===== src/rtl/pwm4_pkg.sv =====
// Package: shared encodings and the fixed control-register addresses of the
// four-channel modulator. Assumes the control registers fit in one byte.
package pwm4_pkg;

    // Tick source chosen per channel
    typedef enum logic [1:0] {
        SRC_A     = 2'd0,
        SRC_B     = 2'd1,
        SRC_S     = 2'd2,
        SRC_SPARE = 2'd3
    } clk_src_e;

    // Control register addresses; period and duty buffers follow at 8 and up
    localparam logic [3:0] ADR_ENABLE = 4'h0;
    localparam logic [3:0] ADR_POLAR  = 4'h1;
    localparam logic [3:0] ADR_FUSE   = 4'h2;
    localparam logic [3:0] ADR_PRESC  = 4'h3;
    localparam logic [3:0] ADR_SCALE  = 4'h4;
    localparam logic [3:0] ADR_SELECT = 4'h5;

    localparam int PER_BASE = 8;

endpackage


===== src/rtl/pwm4_prescaler.sv =====
// Module: pwm4_prescaler
// Produces three single-cycle tick enables from the system clock: tick A
// every 2^div_a cycles, tick B every 2^div_b cycles, and tick S every
// 2*(scale+1) ticks of A. Assumes the exponents are at most 2^DIV_W-1.
module pwm4_prescaler #(
    parameter int DIV_W   = 3,
    parameter int SCALE_W = 8
) (
    input  logic               clk,
    input  logic               rst_n,
    input  logic [DIV_W-1:0]   div_a,
    input  logic [DIV_W-1:0]   div_b,
    input  logic [SCALE_W-1:0] scale,
    output logic               tick_a,
    output logic               tick_b,
    output logic               tick_s
);

    localparam int CNT_W = (1 << DIV_W) - 1;
    localparam int S_W   = SCALE_W + 1;

    logic [CNT_W-1:0] base_cnt;
    logic [CNT_W-1:0] mask_a;
    logic [CNT_W-1:0] mask_b;
    logic [S_W-1:0]   s_cnt;
    logic [S_W-1:0]   s_last;

    // Free-running divider counter shared by A and B
    always_ff @(posedge clk) begin
        if (!rst_n) base_cnt <= '0;
        else        base_cnt <= base_cnt + CNT_W'(1);
    end

    // Low-bit masks selecting how many counter bits must be all ones
    always_comb begin
        mask_a = (CNT_W'(1) << div_a) - CNT_W'(1);
        mask_b = (CNT_W'(1) << div_b) - CNT_W'(1);
        s_last = {scale, 1'b1};
    end

    assign tick_a = (base_cnt & mask_a) == mask_a;
    assign tick_b = (base_cnt & mask_b) == mask_b;
    assign tick_s = tick_a && (s_cnt == s_last);

    // Counts A ticks up to 2*scale+1 and restarts, giving the S rate
    always_ff @(posedge clk) begin
        if (!rst_n) begin
            s_cnt <= '0;
        end else if (tick_a) begin
            if (s_cnt >= s_last) s_cnt <= '0;
            else                 s_cnt <= s_cnt + S_W'(1);
        end
    end

endmodule


===== src/rtl/pwm4_pair.sv =====
// Module: pwm4_pair
// Two adjacent modulator lanes. Index 0 is the lower-numbered channel,
// index 1 the higher. With fuse set, the lanes form one 16-bit channel
// whose high byte sits in lane 0, governed by lane 1's enable, tick and
// polarity and driven on pin 1. Assumes tick inputs are already selected.
module pwm4_pair #(
    parameter int BYTE_W = 8
) (
    input  logic                   clk,
    input  logic                   rst_n,
    input  logic                   fuse,
    input  logic [1:0]             en,
    input  logic [1:0]             pol,
    input  logic [1:0]             tick,
    input  logic [1:0][BYTE_W-1:0] per_buf,
    input  logic [1:0][BYTE_W-1:0] duty_buf,
    output logic [1:0]             pin
);

    localparam int W2 = 2 * BYTE_W;

    logic [1:0][BYTE_W-1:0] cnt_q;
    logic [1:0][BYTE_W-1:0] per_q;
    logic [1:0][BYTE_W-1:0] duty_q;

    logic [1:0][BYTE_W:0]   lane_inc;
    logic [1:0]             lane_wrap;
    logic [1:0]             lane_act;
    logic [W2-1:0]          wide_cnt;
    logic [W2-1:0]          wide_per;
    logic [W2-1:0]          wide_duty;
    logic [W2:0]            wide_inc;
    logic                   wide_wrap;
    logic                   wide_act;

    // Next-count and wrap detection for both lane and fused views
    always_comb begin
        for (int i = 0; i < 2; i++) begin
            lane_inc[i]  = {1'b0, cnt_q[i]} + (BYTE_W+1)'(1);
            lane_wrap[i] = lane_inc[i] >= {1'b0, per_q[i]};
            lane_act[i]  = cnt_q[i] < duty_q[i];
        end
        wide_cnt  = {cnt_q[0], cnt_q[1]};
        wide_per  = {per_q[0], per_q[1]};
        wide_duty = {duty_q[0], duty_q[1]};
        wide_inc  = {1'b0, wide_cnt} + (W2+1)'(1);
        wide_wrap = wide_inc >= {1'b0, wide_per};
        wide_act  = wide_cnt < wide_duty;
    end

    // Counters and working settings, loaded at wrap or while stopped
    always_ff @(posedge clk) begin
        if (!rst_n) begin
            cnt_q  <= '0;
            per_q  <= '0;
            duty_q <= '0;
        end else if (fuse) begin
            if (!en[1]) begin
                cnt_q  <= '0;
                per_q  <= per_buf;
                duty_q <= duty_buf;
            end else if (tick[1]) begin
                if (wide_wrap) begin
                    cnt_q  <= '0;
                    per_q  <= per_buf;
                    duty_q <= duty_buf;
                end else begin
                    {cnt_q[0], cnt_q[1]} <= wide_inc[W2-1:0];
                end
            end
        end else begin
            for (int i = 0; i < 2; i++) begin
                if (!en[i]) begin
                    cnt_q[i]  <= '0;
                    per_q[i]  <= per_buf[i];
                    duty_q[i] <= duty_buf[i];
                end else if (tick[i]) begin
                    if (lane_wrap[i]) begin
                        cnt_q[i]  <= '0;
                        per_q[i]  <= per_buf[i];
                        duty_q[i] <= duty_buf[i];
                    end else begin
                        cnt_q[i] <= lane_inc[i][BYTE_W-1:0];
                    end
                end
            end
        end
    end

    // Pin levels: active level while count is below duty, else inactive
    always_comb begin
        if (fuse) begin
            pin[0] = ~pol[0];
            pin[1] = (en[1] && wide_act) ? pol[1] : ~pol[1];
        end else begin
            for (int i = 0; i < 2; i++) begin
                pin[i] = (en[i] && lane_act[i]) ? pol[i] : ~pol[i];
            end
        end
    end

endmodule


===== src/rtl/pwm4_unit.sv =====
// Module: pwm4_unit (top)
// Four-channel modulator with a write-only register port. Holds the
// control registers and the period/duty buffers, selects each channel's
// tick and builds the channel pairs. Assumes 2*NUM_CH select bits and
// NUM_CH enable bits fit in BYTE_W, and DIV_W is at most 4.
module pwm4_unit
    import pwm4_pkg::*;
#(
    parameter int BYTE_W    = 8,
    parameter int DIV_W     = 3,
    parameter int NUM_PAIRS = 2
) (
    input  logic                          clk,
    input  logic                          rst_n,
    input  logic                          wr_en,
    input  logic [3:0]                    wr_addr,
    input  logic [BYTE_W-1:0]             wr_data,
    output logic [2*NUM_PAIRS-1:0]        pwm_out
);

    localparam int NUM_CH    = 2 * NUM_PAIRS;
    localparam int DUTY_BASE = PER_BASE + NUM_CH;

    logic [NUM_CH-1:0]              en_q;
    logic [NUM_CH-1:0]              pol_q;
    logic [NUM_PAIRS-1:0]           fuse_q;
    logic [DIV_W-1:0]               div_a_q;
    logic [DIV_W-1:0]               div_b_q;
    logic [BYTE_W-1:0]              scale_q;
    clk_src_e                       sel_q [NUM_CH];
    logic [NUM_CH-1:0][BYTE_W-1:0]  per_buf;
    logic [NUM_CH-1:0][BYTE_W-1:0]  duty_buf;

    logic                           tick_a;
    logic                           tick_b;
    logic                           tick_s;
    logic [NUM_CH-1:0]              ch_tick;

    // Control register writes
    always_ff @(posedge clk) begin
        if (!rst_n) begin
            en_q    <= '0;
            pol_q   <= '0;
            fuse_q  <= '0;
            div_a_q <= '0;
            div_b_q <= '0;
            scale_q <= '0;
            for (int i = 0; i < NUM_CH; i++) sel_q[i] <= SRC_A;
        end else if (wr_en) begin
            case (wr_addr)
                ADR_ENABLE: en_q    <= wr_data[NUM_CH-1:0];
                ADR_POLAR:  pol_q   <= wr_data[NUM_CH-1:0];
                ADR_FUSE:   fuse_q  <= wr_data[NUM_PAIRS-1:0];
                ADR_PRESC: begin
                    div_a_q <= wr_data[DIV_W-1:0];
                    div_b_q <= wr_data[4 +: DIV_W];
                end
                ADR_SCALE:  scale_q <= wr_data;
                ADR_SELECT: begin
                    for (int i = 0; i < NUM_CH; i++)
                        sel_q[i] <= clk_src_e'(wr_data[2*i +: 2]);
                end
                default: ;
            endcase
        end
    end

    // Period and duty buffer writes, one address per channel each
    always_ff @(posedge clk) begin
        if (!rst_n) begin
            per_buf  <= '0;
            duty_buf <= '0;
        end else if (wr_en) begin
            for (int i = 0; i < NUM_CH; i++) begin
                if (wr_addr == 4'(PER_BASE + i))  per_buf[i]  <= wr_data;
                if (wr_addr == 4'(DUTY_BASE + i)) duty_buf[i] <= wr_data;
            end
        end
    end

    pwm4_prescaler #(
        .DIV_W   (DIV_W),
        .SCALE_W (BYTE_W)
    ) u_presc (
        .clk    (clk),
        .rst_n  (rst_n),
        .div_a  (div_a_q),
        .div_b  (div_b_q),
        .scale  (scale_q),
        .tick_a (tick_a),
        .tick_b (tick_b),
        .tick_s (tick_s)
    );

    // Per-channel tick selection from the three sources
    always_comb begin
        for (int i = 0; i < NUM_CH; i++) begin
            case (sel_q[i])
                SRC_B:   ch_tick[i] = tick_b;
                SRC_S:   ch_tick[i] = tick_s;
                default: ch_tick[i] = tick_a;
            endcase
        end
    end

    for (genvar p = 0; p < NUM_PAIRS; p++) begin : g_pair
        pwm4_pair #(
            .BYTE_W (BYTE_W)
        ) u_pair (
            .clk      (clk),
            .rst_n    (rst_n),
            .fuse     (fuse_q[p]),
            .en       (en_q[2*p +: 2]),
            .pol      (pol_q[2*p +: 2]),
            .tick     (ch_tick[2*p +: 2]),
            .per_buf  (per_buf[2*p +: 2]),
            .duty_buf (duty_buf[2*p +: 2]),
            .pin      (pwm_out[2*p +: 2])
        );
    end

endmodule


===== config.mk =====
export PLATFORM = sky130hd
export DESIGN_NAME = pwm4_unit
export DESIGN_NICKNAME = d
export VERILOG_FILES = /design/src/rtl/pwm4_pkg.sv /design/src/rtl/pwm4_prescaler.sv /design/src/rtl/pwm4_pair.sv /design/src/rtl/pwm4_unit.sv
export SDC_FILE = /design/constraint.sdc
export NUM_CORES = 1
export LEC_CHECK = 0
export BUFFER_PORTS_ARGS = -buffer_cell sky130_fd_sc_hd__buf_2
export CAP_MARGIN = 20
export CORE_MARGIN = 4
export CORE_UTILIZATION = 35
export CTS_BUF_LIST = sky130_fd_sc_hd__clkbuf_8
export CTS_CLUSTER_SIZE = 28
export DETAILED_ROUTE_END_ITERATION = 12
export PLACE_DENSITY = 0.46
export SLEW_MARGIN = 20
export SYNTH_ARGS = -nofsm -noshare
export SYNTH_HDL_FRONTEND = slang
export SYNTH_SLANG_ARGS = --single-unit

===== constraint.sdc =====
create_clock -name clk -period 4.8 [get_ports clk]
set_input_delay 0.48 -clock clk [delete_from_list [all_inputs] [get_ports clk]]
set_output_delay 0.48 -clock clk [all_outputs]
set_load 0.01 [all_outputs]

* Word-level counts from Yosys, hierarchy flattened
Memories as Yosys holds them, arrays and structs flattened.
Index checks and enable logic that the tools add are counted.
** Cells by class
- Add/sub/neg operators :: 10
- Order comparisons :: 13
- Eq/ne operators :: 36
- Shift-type cells :: 2
- Muxes and demuxes :: 82
- Bitwise gates (word level) :: 10
- Reductions and logical operators :: 27
** Operators by type and width (count)
- 16-bit two-way mux :: 24
- 8-bit two-way mux :: 36
- 8-bit by 1-bit adder with 9-bit output (second input constant) :: 4
- 9-bit by 8-bit greater-or-equal comparator with 1-bit output :: 4
- 16-bit by 1-bit adder with 17-bit output (second input constant) :: 2
- 17-bit by 16-bit greater-or-equal comparator with 1-bit output :: 2
- 4-bit equality test (second input constant) :: 8
- 16-bit < comparator :: 2
- 8-bit < comparator :: 4
- 2-bit AND reduction :: 15
- 3-bit by 1-bit inequality test with 1-bit output (second input constant) :: 6
- 7-bit AND :: 2
- 7-bit equality test :: 2
- 1-bit by 3-bit << shifter with 7-bit output (first input constant) :: 2
- 7-bit by 2-bit subtractor with 7-bit output (second input constant) :: 2
- 2-bit two-way mux :: 6
- 3-bit by 2-bit inequality test with 1-bit output (second input constant) :: 4
- 1-bit two-way mux :: 11
- 9-bit by 1-bit adder with 9-bit output (second input constant) :: 1
- 9-bit equality test :: 1
- 9-bit greater-or-equal comparator :: 1
- 9-bit two-way mux :: 1
- 2-bit by 1-bit equality test with 1-bit output (second input constant) :: 4
- 2-bit equality test (second input constant) :: 4
- 12 further kinds :: 32
** Word-level totals
- Register bits :: 200
- Memory bits (writable) :: 8
- Input bits :: 15
- Output and inout bits :: 4
- Word-level logic and storage cells :: 209
- Memories :: 1
** Memories
- sel_q :: words 4, width 2, read ports 4, clocked after memory_dff 0, write ports 4, line pwm4_unit.sv:30 : clk_src_e sel_q [NUM_CH];

* Logic depth before layout (Yosys ltp)
Gate-level depths: netlist (run 1).
- Depth after elaboration :: 9
- Gate-level depth with buffers :: 18
- Depth with buffers taken out :: 15

* Cells and area by module
From an unflattened synthesis (run 1), not the netlist that was laid out.
** Second synthesis, totals
- Cells, all modules :: 1393
- Area, all modules :: 11989.0 µm²
** Modules (own cells, without submodules)
- pwm4_unit :: instances 1, cells an instance 359, area each 3704.8 µm², sequential area each 2001.9 µm²
- pwm4_pair (g_pair[0].u_pair) :: instances 1, cells an instance 430, area each 3542.1 µm², sequential area each 960.9 µm²
- pwm4_pair (g_pair[1].u_pair) :: instances 1, cells an instance 433, area each 3424.5 µm², sequential area each 960.9 µm²
- pwm4_prescaler :: instances 1, cells an instance 171, area each 1317.5 µm², sequential area each 320.3 µm²

* Worst setup path after synthesis (run 1)
OpenSTA, ideal clock, no wires.
- Kind :: flip-flop to flip-flop
- Start :: register g_pair[1].u_pair.cnt_q[8] in the netlist's numbering
- End :: register g_pair[1].u_pair.duty_q[6] in the netlist's numbering
- Arrival time :: 3.784 ns
- Data required time :: 4.680 ns
- Path slack :: 0.897 ns
- Stages on the path, launching flop included :: 19
- Buffers on the path :: 3
- Clock period less this slack :: 3.903 ns
- Cell sequence :: dfxtp_1 > ha_1 > and3_1 > and3_1 > and3_1 > clkbuf_1 > nand2_1 > xnor2_1 > ha_1 > a2111oi_0 > o21ai_1 > o21a_1 > or3_1 > o22ai_1 > a21boi_2 > and2_1 > buf_6 > buf_6 > mux2i_1
** On the way
- Cells in the longest elaborated chain, start to end :: 4
** Ends and longest elaborated chain
- from (decl) :: line pwm4_pair.sv:22 : logic [1:0][BYTE_W-1:0] cnt_q;
- from (signal, indexed assignment) :: line pwm4_pair.sv:83 : cnt_q[i] <= lane_inc[i][BYTE_W-1:0];
- 16-bit by 1-bit adder with 17-bit output :: line pwm4_pair.sv:46 : wide_inc = {1'b0, wide_cnt} + (W2+1)'(1);
- 17-bit by 16-bit greater-or-equal comparator with 1-bit output :: line pwm4_pair.sv:47 : wide_wrap = wide_inc >= {1'b0, wide_per};
- 3-bit by 2-bit inequality test with 1-bit output (no line)
- 4-bit AND reduction (no line)
- to (signal assigned) :: line pwm4_pair.sv:61 : duty_q <= duty_buf;
- to (signal assigned) :: line pwm4_pair.sv:66 : duty_q <= duty_buf;
- to (signal, indexed assignment) :: line pwm4_pair.sv:76 : duty_q[i] <= duty_buf[i];
- to (decl) :: line pwm4_pair.sv:24 : logic [1:0][BYTE_W-1:0] duty_q;
Every way passes these cells.
A chain may end at the register's enable or synchronous reset.

* Worst setup path in the final report (run 1)
- Start :: register g_pair[0].u_pair.cnt_q[8] in the netlist's numbering
- End :: register g_pair[0].u_pair.cnt_q[4] in the netlist's numbering
** On the way
- Cells in the longest elaborated chain, start to end :: 6
** Ends and longest elaborated chain
- from (decl) :: line pwm4_pair.sv:22
- from (signal, indexed assignment) :: line pwm4_pair.sv:83
- 16-bit by 1-bit adder with 17-bit output (*) :: line pwm4_pair.sv:46
- 17-bit by 16-bit greater-or-equal comparator with 1-bit output :: line pwm4_pair.sv:47
- 16-bit two-way mux (*) :: line pwm4_pair.sv:63 : if (wide_wrap) begin
- 16-bit two-way mux (*) :: line pwm4_pair.sv:62 : end else if (tick[1]) begin
- 16-bit two-way mux (*) :: line pwm4_pair.sv:58 : if (!en[1]) begin
- 16-bit two-way mux (*) :: line pwm4_pair.sv:57 : end else if (fuse) begin
Mark *: on every way between the ends. The rest lies on a longest branch, timed or not. The select of a mux whose other input is x is not followed.

==> results.py, run 1 <==
metrics = {
    "outcome": {
        "status": "finished, final reports clean",
    },
    "final_layout": {
        "regArea_um2": 4244,
        "num-fill-cells": 3379,
        "final_common_cell": "dfxtp_1",
        "n_antenna_cell": 0,
        "final_cells": 1787,
        "mostFrequentLayoutCells": "dfxtp_1, nor2_1, nand2_1, mux2i_1, inv_1",
        "drive_gt1_frac": 0.08327,
        "multi_input_area_um2": 6661,
        "finish.utilization": 0.3904,
        "final_area_um2": 12700,
        "nets": 1441,
        "syn2layout_area_growth_pct": 9.989,
    },
    "sta": {
        "min_period_ns": 4.021,
        "tns_ns": 0,
        "rsz0062_at_grt": "no",
        "tightest_slew_ns": 1.045,
        "fmax_ghz": 0.2487,
        "hold_slack_ns": 0.4136,
        "hold_viol": 0,
        "slew_headroom": 0.3009,
        "maxSlewViolCount": 0,
        "finClkSkew_ns": 0.01006,
        "setup-violations-final": 0,
        "fin_crit_sh": 0.8376,
    },
    "logic_synthesis": {
        "synth_top_family_by_area": "simple AND/OR/NAND/NOR gates",
        "synth_fp_nets": 1440,
        "syn_area_um2": 11550,
        "synth_seq_cells": 208,
        "muxShareOfSynthArea": 0.09978,
        "synth_edf_count": 8,
        "synth_compound_area_frac": 0.1221,
        "syn_avg_cell_area_um2": 8.742,
        "synth_fa_ha_area_frac": 0.1127,
        "yosys_warnings": 0,
        "yosysUniqueCellTypes": 73,
        "synthFlopType": "dfxtp_1",
        "synth-simple-area-share": 0.1873,
        "yosysSeqAreaShare": 0.3675,
        "synth_xor_area_frac": 0.05385,
        "synth-async-reset-ratio": 0,
        "synth_cells": 1321,
    },
    "die": {
        "io_pins": 19,
        "die_h_um": 189.6,
        "die_x_um": 189.6,
        "fp.dieArea_um2": 35970,
        "start_util": 0.3549,
        "core_um2": 32540,
        "rows": 66,
    },
    "global_routing": {
        "grt_pass1_vias": 8510,
        "grt_pass1_wl_um": 46980,
        "grt_max_degree": 70,
        "grt-ovfl-total": 0,
        "grtUsageTotal": 0.1590,
        "grt_antenna_before_repair": 0,
    },
    "min_path": {
        "hold_path_class": "primary input to flip-flop",
        "min_from": "wr_data[3]",
    },
    "clock_tree": {
        "clkLatencyLatePin_ns": 0.53,
        "postCtsResizedCells": 0,
        "path_clk_slew_ns": 0.06,
        "cts_tree": "done",
        "clock_sink_count": 208,
        "post-cts-setup-buffer-count": 0,
        "htreeDepth": 2,
        "numCtsBuffers": 39,
        "cts_hold_buf": 0,
        "cts_root_buffer": "clkbuf_8",
        "clockBufferDepth": 3,
    },
    "placed_design": {
        "portBuffers": 18,
        "gp_congestion": 0.8416,
        "dpl.hpwl_um": 20350,
        "dp.cells": 1723,
        "placed_area_um2": 12000,
    },
    "routing": {
        "routedWlPerCell_um": 16.07,
        "ant_nets": 0,
        "totalWireLength_um": 28720,
        "via_count": 8883,
        "first_pass_iters": 5,
        "drt_iter0_drc": 534,
        "viasPerCell": 4.971,
        "drc_errors": 0,
    },
    "worst_setup_path": {
        "startpoint_type": "flip-flop",
        "crit_path_start": "g_pair[0].u_pair.cnt_q[8]$_SDFFE_PN0P_",
        "critical_path_class": "flip-flop to flip-flop",
        "timing.rr.start": "g_pair[0].u_pair.cnt_q[8]$_SDFFE_PN0P_",
        "critPathMaxFanout": 9,
        "critPathCaptureType": "flip-flop",
        "worstPathRequired_ns": 5.27,
        "worstPathArrival_ns": 4.49,
    },
    "power_and_ir_drop": {
        "pwr_density_cell_nw_per_um2": 287.7,
        "p_leak_nw": 5.402,
        "ir_drop_v": 0.0001501,
    },
    "flow_run": {
        "cap_violations": 0,
    },
}
-- flip-flops by register name, indices dropped and copies added (netlist names) --
name / flops
sel_q: 8
scale_q: 8
u_presc.base_cnt: 7
duty_buf: 32
u_presc.s_cnt: 9
g_pair.u_pair.cnt_q: 32
fuse_q: 2
pol_q: 4
per_buf: 32
g_pair.u_pair.duty_q: 32
div_b_q: 3
en_q: 4
div_a_q: 3
g_pair.u_pair.per_q: 32
-- routing by layer --
layer	GRT usage	vias up	routed length [um]
li1	-	4577	-
met1	0.2306	4141	14570
met2	0.2515	124	12730
met3	0.02440	41	931
met4	0.03367	0	475
met5	0	-	0
-- power breakdown --
| part | switching, W | internal (W) |
|---|---|---|
| registers | 0.0000277 | 0.00177 |
| clock network | 0.000720 | 0.000857 |
| logic | 0.000180 | 0.000102 |
-- per-stage QoR --
| step | setup WS [ns] | total power (W) |
|---|---|---|
| floorplan | 0.8970 | 0.002025 |
| finish | 0.7794 | 0.003655 |
| global route | 0.3648 | 0.003845 |
| CTS | 0.7816 | 0.003725 |
| detailed placement | 0.8017 | 0.002117 |
| global placement | 0.8124 | 0.002116 |
-- path summary, 6_finish.rpt --
| kind | endpoint | slack [ns] | cells after the start |
|---|---|---|---|
| max reg2reg | g_pair[0].u_pair.cnt_q[4]$_SDFFE_PN0P_ | 0.78 | 15 |
| max | g_pair[0].u_pair.cnt_q[4]$_SDFFE_PN0P_ | 0.78 | 15 |
| min | pol_q[3]$_SDFFE_PN0P_ | 0.41 | 3 |
| min reg2reg | g_pair[0].u_pair.duty_q[7]$_SDFFE_PN0P_ | 0.46 | 2 |
-- area by class of cell --
type                    count  share of cell area
multi-input cells         949              0.5244
inverters                  93             0.02768
well taps                 442             0.04354
clock inverters            18            0.005418
repair buffers             31             0.01497
clock buffers              46             0.04984
flip-flops and latches    208              0.3341
-- synth_stat cells, types with 2 or more instances --
| cell type | number | area, um^2 |
|---|---|---|
| a211oi_1 | 10 | 75.07 |
| a21o_1 | 15 | 112.6 |
| a21oi_1 | 40 | 200.2 |
| a22oi_1 | 2 | 15.01 |
| a31o_2 | 5 | 43.79 |
| a31oi_1 | 14 | 87.58 |
| and2_1 | 11 | 68.82 |
| and3_1 | 26 | 162.7 |
| buf_1 | 3 | 11.26 |
| buf_2 | 5 | 25.02 |
| buf_6 | 4 | 45.04 |
| clkbuf_1 | 58 | 217.7 |
| dfxtp_1 | 200 | 4004 |
| edfxtp_1 | 8 | 240.2 |
| ha_1 | 104 | 1301 |
| inv_1 | 93 | 349.1 |
| mux2i_1 | 114 | 1141 |
| nand2_1 | 134 | 503.0 |
| nand2b_1 | 13 | 81.33 |
| nand3_1 | 68 | 340.3 |
| nand3b_1 | 5 | 37.54 |
| nand4_1 | 10 | 62.56 |
| nor2_1 | 143 | 536.8 |
| nor2b_1 | 12 | 75.07 |
| nor3_1 | 10 | 50.05 |
| nor3b_1 | 2 | 15.01 |
| nor4_1 | 6 | 37.54 |
| nor4b_1 | 4 | 35.03 |
| o2111ai_1 | 3 | 26.28 |
| o211ai_1 | 3 | 22.52 |
| o21a_1 | 10 | 75.07 |
| o21ai_0 | 34 | 170.2 |
| o21ai_1 | 2 | 10.01 |
| o221a_2 | 8 | 90.09 |
| o221ai_1 | 2 | 17.52 |
| o31ai_1 | 31 | 232.7 |
| or3_1 | 4 | 25.02 |
| xnor2_1 | 28 | 245.2 |
| xor2_1 | 43 | 376.6 |
-- critical path, cell delays in order, from the launching register on --
cell and delay, ns:
dfxtp_1 0.40, ha_1 0.23, and3_1 0.23, and3_1 0.25
and3_1 0.43, nand2_1 0.12, xnor2_1 0.14, ha_1 0.32
a211oi_1 0.22, o21ai_0 0.10, o21ai_0 0.12, a31oi_1 0.17
nor3_2 0.56, nor2_1 0.24, a31oi_1 0.21, o221a_2 0.20
-- logic make-up (layout without fill, tap and decap cells) --
family	Yosys count	after routing
AOI/OAI and AO/OA	200	200
DFF	208	208
muxes	115	115
xor gates and xnor gates	71	71
buffers and inverters	164	188
and+or+nand+nor	459	459
adders and majority gates	104	104
No activity file was read; power rests on OpenSTA's default activity.
==> run 2: changes to the inputs <==
PLACE_DENSITY = 0.48   (was 0.46)
clock period = 3.3 ns   (was 4.8 ns; I/O delays follow)
==> run 2 against run 1 <==
The run now ends with negative setup slack left. First-iteration DRC count decreased by 11%. Die area is the same. Total power increased by 51%. Non-clock buffer count up 103. Fmax increased by 14%. Critical endpoint is now g_pair[1].u_pair.cnt_q[0]$_SDFFE_PN0P_. Combinational power is 62% higher.
==> results.py, run 2 (synthesized netlist as in run 1, its figures left out) <==
metrics = {
    "outcome": {
        "status": "finished with violations",
        "failed_checks": "negative setup slack",
    },
    "sta": {
        "fin_crit_sh": 1.066,
        "slew_headroom": 0.2726,
        "tns_ns": -6.870,
        "tightest_slew_ns": 1.087,
        "setup-violations-final": 72,
        "maxSlewViolCount": 0,
        "fin_ws_ns": -0.2170,
        "finClkSkew_ns": 0.02625,
        "hold_viol": 0,
        "fmax_ghz": 0.2843,
        "rsz0062_at_grt": "yes",
        "min_period_ns": 3.517,
    },
    "routing": {
        "via_count": 9417,
        "drt_iter0_drc": 477,
        "first_pass_iters": 5,
        "routedWlPerCell_um": 16.52,
        "drc_errors": 0,
        "ant_nets": 0,
        "totalWireLength_um": 31270,
        "viasPerCell": 4.975,
    },
    "worst_setup_path": {
        "cp_common_cell": "and3_4",
        "critPathCaptureType": "flip-flop",
        "critPathSlowestCell": "or3_4",
        "critical_path_class": "flip-flop to flip-flop",
        "crit_chain": "ha_4, and3_4, and3_4, and3_4, nand2_2, xnor2_1, ha_1, a2111oi_4, o21ai_1, o21a_1, or3_4, o22ai_4, buf_12, nor3b_2, o21ai_1, a221oi_2",
        "critPathMaxFanout": 6,
        "max_stage_delay_ns": 0.40,
        "r2r_end": "g_pair[1].u_pair.cnt_q[0]$_SDFFE_PN0P_",
        "worstPathArrival_ns": 3.96,
        "worstPathRequired_ns": 3.74,
        "rrSetupSlack_ns": -0.22,
        "critical_path.top_delay_family": "compound AO/OA/AOI/OAI gates",
        "reg2reg_depth": 16,
        "timing.rr.start": "g_pair[1].u_pair.cnt_q[8]$_SDFFE_PN0P_",
        "cp_num_buf_inv": 1,
        "crit_path_start": "g_pair[1].u_pair.cnt_q[8]$_SDFFE_PN0P_",
        "startpoint_type": "flip-flop",
    },
    "global_routing": {
        "grt_pass1_vias": 9291,
        "grt_pass1_wl_um": 50510,
        "grt_antenna_before_repair": 1,
        "grtUsageTotal": 0.1716,
        "grt_max_degree": 80,
        "grt-ovfl-total": 0,
    },
    "min_path": {
        "worstHoldPathCells": 3,
        "min_from": "wr_data[7]",
        "min_to": "duty_buf[7]$_SDFFE_PN0P_",
        "hold_path_class": "primary input to flip-flop",
    },
    "clock_tree": {
        "cts_tree": "done",
        "clkLatencyLatePin_ns": 0.54,
        "path_clk_slew_ns": 0.06,
        "cts_root_buffer": "clkbuf_8",
        "clockBufferDepth": 3,
        "clock_sink_count": 208,
        "htreeDepth": 2,
        "numCtsBuffers": 40,
    },
    "die": {
        "start_util": 0.3549,
        "die_h_um": 189.6,
        "die_x_um": 189.6,
        "fp.dieArea_um2": 35970,
        "io_pins": 19,
        "rows": 66,
        "core_um2": 32540,
    },
    "power_and_ir_drop": {
        "p_leak_nw": 6.133,
        "ir_drop_v": 0.0002011,
        "pwr_density_cell_nw_per_um2": 387.0,
    },
    "final_layout": {
        "drive_gt1_frac": 0.2247,
        "mostFrequentLayoutCells": "dfxtp_1, nor2_1, nand2_1, mux2i_1, inv_1",
        "num-fill-cells": 3287,
        "multi_input_area_um2": 7261,
        "regArea_um2": 4252,
        "syn2layout_area_growth_pct": 23.63,
        "final_area_um2": 14280,
        "nets": 1546,
        "final_common_cell": "dfxtp_1",
        "n_antenna_cell": 0,
    },
    "placed_design": {
        "portBuffers": 18,
        "gp_congestion": 0.8248,
        "dpl.hpwl_um": 21310,
        "placed_area_um2": 12690,
    },
    "flow_run": {
        "cap_violations": 0,
    },
}
[run 2: layer usage]
layer / wire (um) / GRT usage / vias up
li1: - / - / 4789
met1: 15310 / 0.2379 / 4457
met2: 14330 / 0.2809 / 121
met3: 1007 / 0.02734 / 48
met4: 606 / 0.04285 / 2
met5: 7 / 0 / -
[run 2: worst max path at each step]
stage | end | slack [ns] | cells after the start
2_1_floorplan | g_pair[1].u_pair.duty_q[6]$_SDFFE_PN0P_ | -0.29 | 18
3_3_place_gp | g_pair[1].u_pair.cnt_q[3]$_SDFFE_PN0P_ | -0.23 | 15
3_5_place_dp | g_pair[1].u_pair.cnt_q[7]$_SDFFE_PN0P_ | -0.24 | 15
4_1_cts | g_pair[1].u_pair.cnt_q[0]$_SDFFE_PN0P_ | -0.11 | 18
5_1_grt | g_pair[1].u_pair.cnt_q[3]$_SDFFE_PN0P_ | -0.32 | 16
6_report | g_pair[1].u_pair.cnt_q[0]$_SDFFE_PN0P_ | -0.22 | 16
[run 2: per-stage QoR]
stage | hold slack, ns | std cells | utilization | total power, W | setup slack (ns)
after global placement | 0.4417 | 1799 | 0.3901 | 0.003095 | -0.2333
after detailed placement | 0.4435 | 1799 | 0.3901 | 0.003102 | -0.2394
after CTS | 0.2048 | 1878 | 0.4249 | 0.005618 | -0.1132
final | 0.2463 | 1893 | 0.4388 | 0.005526 | -0.2170
after global routing | 0.2529 | 1893 | 0.4388 | 0.005785 | -0.3153
after floorplan | 0.4256 | 1321 | - | 0.002949 | -0.2887
[run 2: final cells by class]
type                    instances  area share
clock buffers                  46     0.04434
clock inverters                20    0.008238
inverters                      93     0.02463
multi-input cells             950      0.5085
flip-flops and latches        208      0.2978
well taps                     442     0.03873
repair buffers                134     0.07773
[run 2: what timing repair did]
action | CTS | global route
hold buffers | 0 | 0
pin swaps | 41 | 30
setup endpoints to repair | 89 | 97
setup buffers | 9 | 14
cloned | 5 | 4
gates resized for setup | 67 | 88
[run 2: report_power, final]
group | internal, W | switching, W
clock | 0.00134 | 0.00112
sequential | 0.00257 | 0.0000391
combinational | 0.000176 | 0.000282
total | 0.00409 | 0.00144
[run 2: worst register-to-register path, cell delays in order, from the launching register on]
cell and delay [ns]:
dfxtp_4 0.35, ha_4 0.12, and3_4 0.18, and3_4 0.18, and3_4 0.18, nand2_2 0.05
xnor2_1 0.12, ha_1 0.33, a2111oi_4 0.36, o21ai_1 0.12, o21a_1 0.14, or3_4 0.40
o22ai_4 0.20, buf_12 0.16, nor3b_2 0.16, o21ai_1 0.09, a221oi_2 0.29
==> run 3: changes to the inputs <==
SETUP_SLACK_MARGIN = 0.15   (was unset)
==> run 3 against run 2 <==
Highest routed layer is now met4. Utilization is 1.4 points higher. Combinational power is 4% higher. Clock power is 4% higher. Sequential share of layout area is 0.85 points lower. Routed wire length hardly changed. Final cell count is 0.79% higher. Worst setup slack worse by 0.0060 ns. Via count is 1.1% higher. Sequential power hardly changed. Total power is 2.4% higher. Critical path depth is 3 higher. Count of clock-buffer cells in the layout stayed put. The flow still finishes with violations (negative setup slack).
==> results.py, run 3 (synthesized netlist as in run 1, its figures left out) <==
metrics = {
    "outcome": {
        "status": "finished with violations",
        "failed_checks": "negative setup slack",
    },
    "final_layout": {
        "mostFrequentLayoutCells": "dfxtp_1, nor2_1, nand2_1, mux2i_1, inv_1",
        "num-fill-cells": 3249,
        "finish.utilization": 0.4531,
        "syn2layout_area_growth_pct": 27.65,
        "nets": 1556,
        "drive_gt1_frac": 0.2442,
        "n_antenna_cell": 0,
        "final_area_um2": 14740,
        "final_common_cell": "dfxtp_1",
        "final_cells": 1908,
    },
    "flow_run": {
        "cap_violations": 0,
    },
    "global_routing": {
        "grt-ovfl-total": 0,
        "grt_pass1_wl_um": 50290,
        "grt_pass1_vias": 9346,
        "grt_max_degree": 63,
        "grt_antenna_before_repair": 0,
        "grtUsageTotal": 0.1714,
    },
    "clock_tree": {
        "cts_root_buffer": "clkbuf_8",
        "cts_tree": "done",
        "clockBufferDepth": 3,
        "path_clk_slew_ns": 0.06,
        "clkLatencyLatePin_ns": 0.55,
        "htreeDepth": 2,
        "numCtsBuffers": 40,
        "clock_sink_count": 208,
    },
    "sta": {
        "fin_crit_sh": 1.068,
        "maxSlewViolCount": 0,
        "slew_headroom": 0.3241,
        "finClkSkew_ns": 0.01577,
        "hold_viol": 0,
        "fin_ws_ns": -0.2230,
        "hold_slack_ns": 0.1709,
        "tightest_slew_ns": 1.010,
        "fmax_ghz": 0.2839,
        "rsz0062_at_grt": "yes",
        "min_period_ns": 3.523,
        "setup-violations-final": 71,
    },
    "placed_design": {
        "dp.cells": 1808,
        "dpl.hpwl_um": 21550,
        "gp_congestion": 0.8114,
        "placed_area_um2": 12800,
        "portBuffers": 18,
    },
    "die": {
        "start_util": 0.3549,
        "die_h_um": 189.6,
        "fp.dieArea_um2": 35970,
        "io_pins": 19,
        "core_um2": 32540,
        "rows": 66,
        "die_x_um": 189.6,
    },
    "routing": {
        "routedWlPerCell_um": 16.40,
        "first_pass_iters": 5,
        "drt_iter0_drc": 541,
        "totalWireLength_um": 31290,
        "ant_nets": 0,
        "via_count": 9519,
        "viasPerCell": 4.989,
        "drc_errors": 0,
    },
    "worst_setup_path": {
        "worstPathRequired_ns": 3.76,
        "startpoint_type": "flip-flop",
        "critical_path_class": "flip-flop to flip-flop",
        "worstPathArrival_ns": 3.98,
        "critPathCaptureType": "flip-flop",
        "critPathMaxFanout": 6,
    },
    "power_and_ir_drop": {
        "pwr_density_cell_nw_per_um2": 383.8,
        "p_total_w": 0.005657,
        "p_leak_nw": 6.287,
        "ir_drop_v": 0.0002257,
    },
    "min_path": {
        "hold_path_class": "primary input to flip-flop",
    },
}
-- run 3: cell types whose count changed in the layout (fill, tap and decap cells not counted), sizes merged --
cell	change
inv	+7
clkbuf	+3
and2	-1
bufinv	+1
clkinv	-3
buf	+8
-- run 3: layout make-up --
type / instances / area, um^2 / share of cell area
sequential: 208 / 4264 / 0.2893
clock buffer: 46 / 633.1 / 0.04295
multi-input combinational: 949 / 7457 / 0.5059
inverter: 93 / 351.6 / 0.02385
timing repair buffer: 145 / 1324 / 0.08980
clock inverter: 25 / 158.9 / 0.01078
tap: 442 / 553.0 / 0.03751
-- run 3: per-stage QoR --
step | setup TNS, ns | setup slack [ns]
after floorplan | -9.041 | -0.2887
after global placement | -12.96 | -0.3339
after detailed placement | -17.72 | -0.4218
after CTS | -8.720 | -0.2298
after global routing | -21.54 | -0.3733
final | -8.078 | -0.2230
-- run 3: per-layer routing --
layer  GRT usage  up-vias  wire [um]
met5           0        -          0
met4     0.04424        0        509
met3     0.03505       41       1263
met2      0.2712      138      14180
met1      0.2401     4540      15340
li1            -     4800          -
-- run 3: worst max-delay path: stages, from the launching register on --
cell and delay, ns:
dfxtp_4 0.36, ha_4 0.13, and3_4 0.17, and3_4 0.17
and3_4 0.19, buf_6 0.09, buf_6 0.09, nand2_4 0.04
xnor2_2 0.13, ha_1 0.33, a21oi_2 0.16, o21ai_1 0.08
o21a_1 0.13, or3_4 0.38, o22ai_4 0.23, buf_12 0.15
a21boi_4 0.08, buf_6 0.14, a31o_4 0.19, a211oi_2 0.20
-- run 3: worst paths after layout --
check,cells past startpoint,to,slack [ns],from
min reg2reg,2,g_pair[1].u_pair.duty_q[5]$_SDFFE_PN0P_,0.45,duty_buf[21]$_SDFFE_PN0P_
min,2,g_pair[0].u_pair.cnt_q[4]$_SDFFE_PN0P_,0.17,rst_n
max,19,g_pair[1].u_pair.cnt_q[2]$_SDFFE_PN0P_,-0.22,g_pair[1].u_pair.cnt_q[9]$_SDFFE_PN0P_
max reg2reg,19,g_pair[1].u_pair.cnt_q[2]$_SDFFE_PN0P_,-0.22,g_pair[1].u_pair.cnt_q[9]$_SDFFE_PN0P_
-- run 3: where the power goes --
| group | switching (W) | internal, W |
|---|---|---|
| clock network | 0.00115 | 0.00143 |
| registers | 0.0000418 | 0.00257 |
| logic | 0.000288 | 0.000188 |
-- run 3: what timing repair did --
item / CTS / global route
pin swaps: 39 / 58
setup endpoints to repair: 96 / 98
setup buffers: 8 / 14
cloned: 5 / 2
endpoints found under the hold margin: 0 / 0
gates resized for setup: 70 / 105
hold buffers: 0 / 0
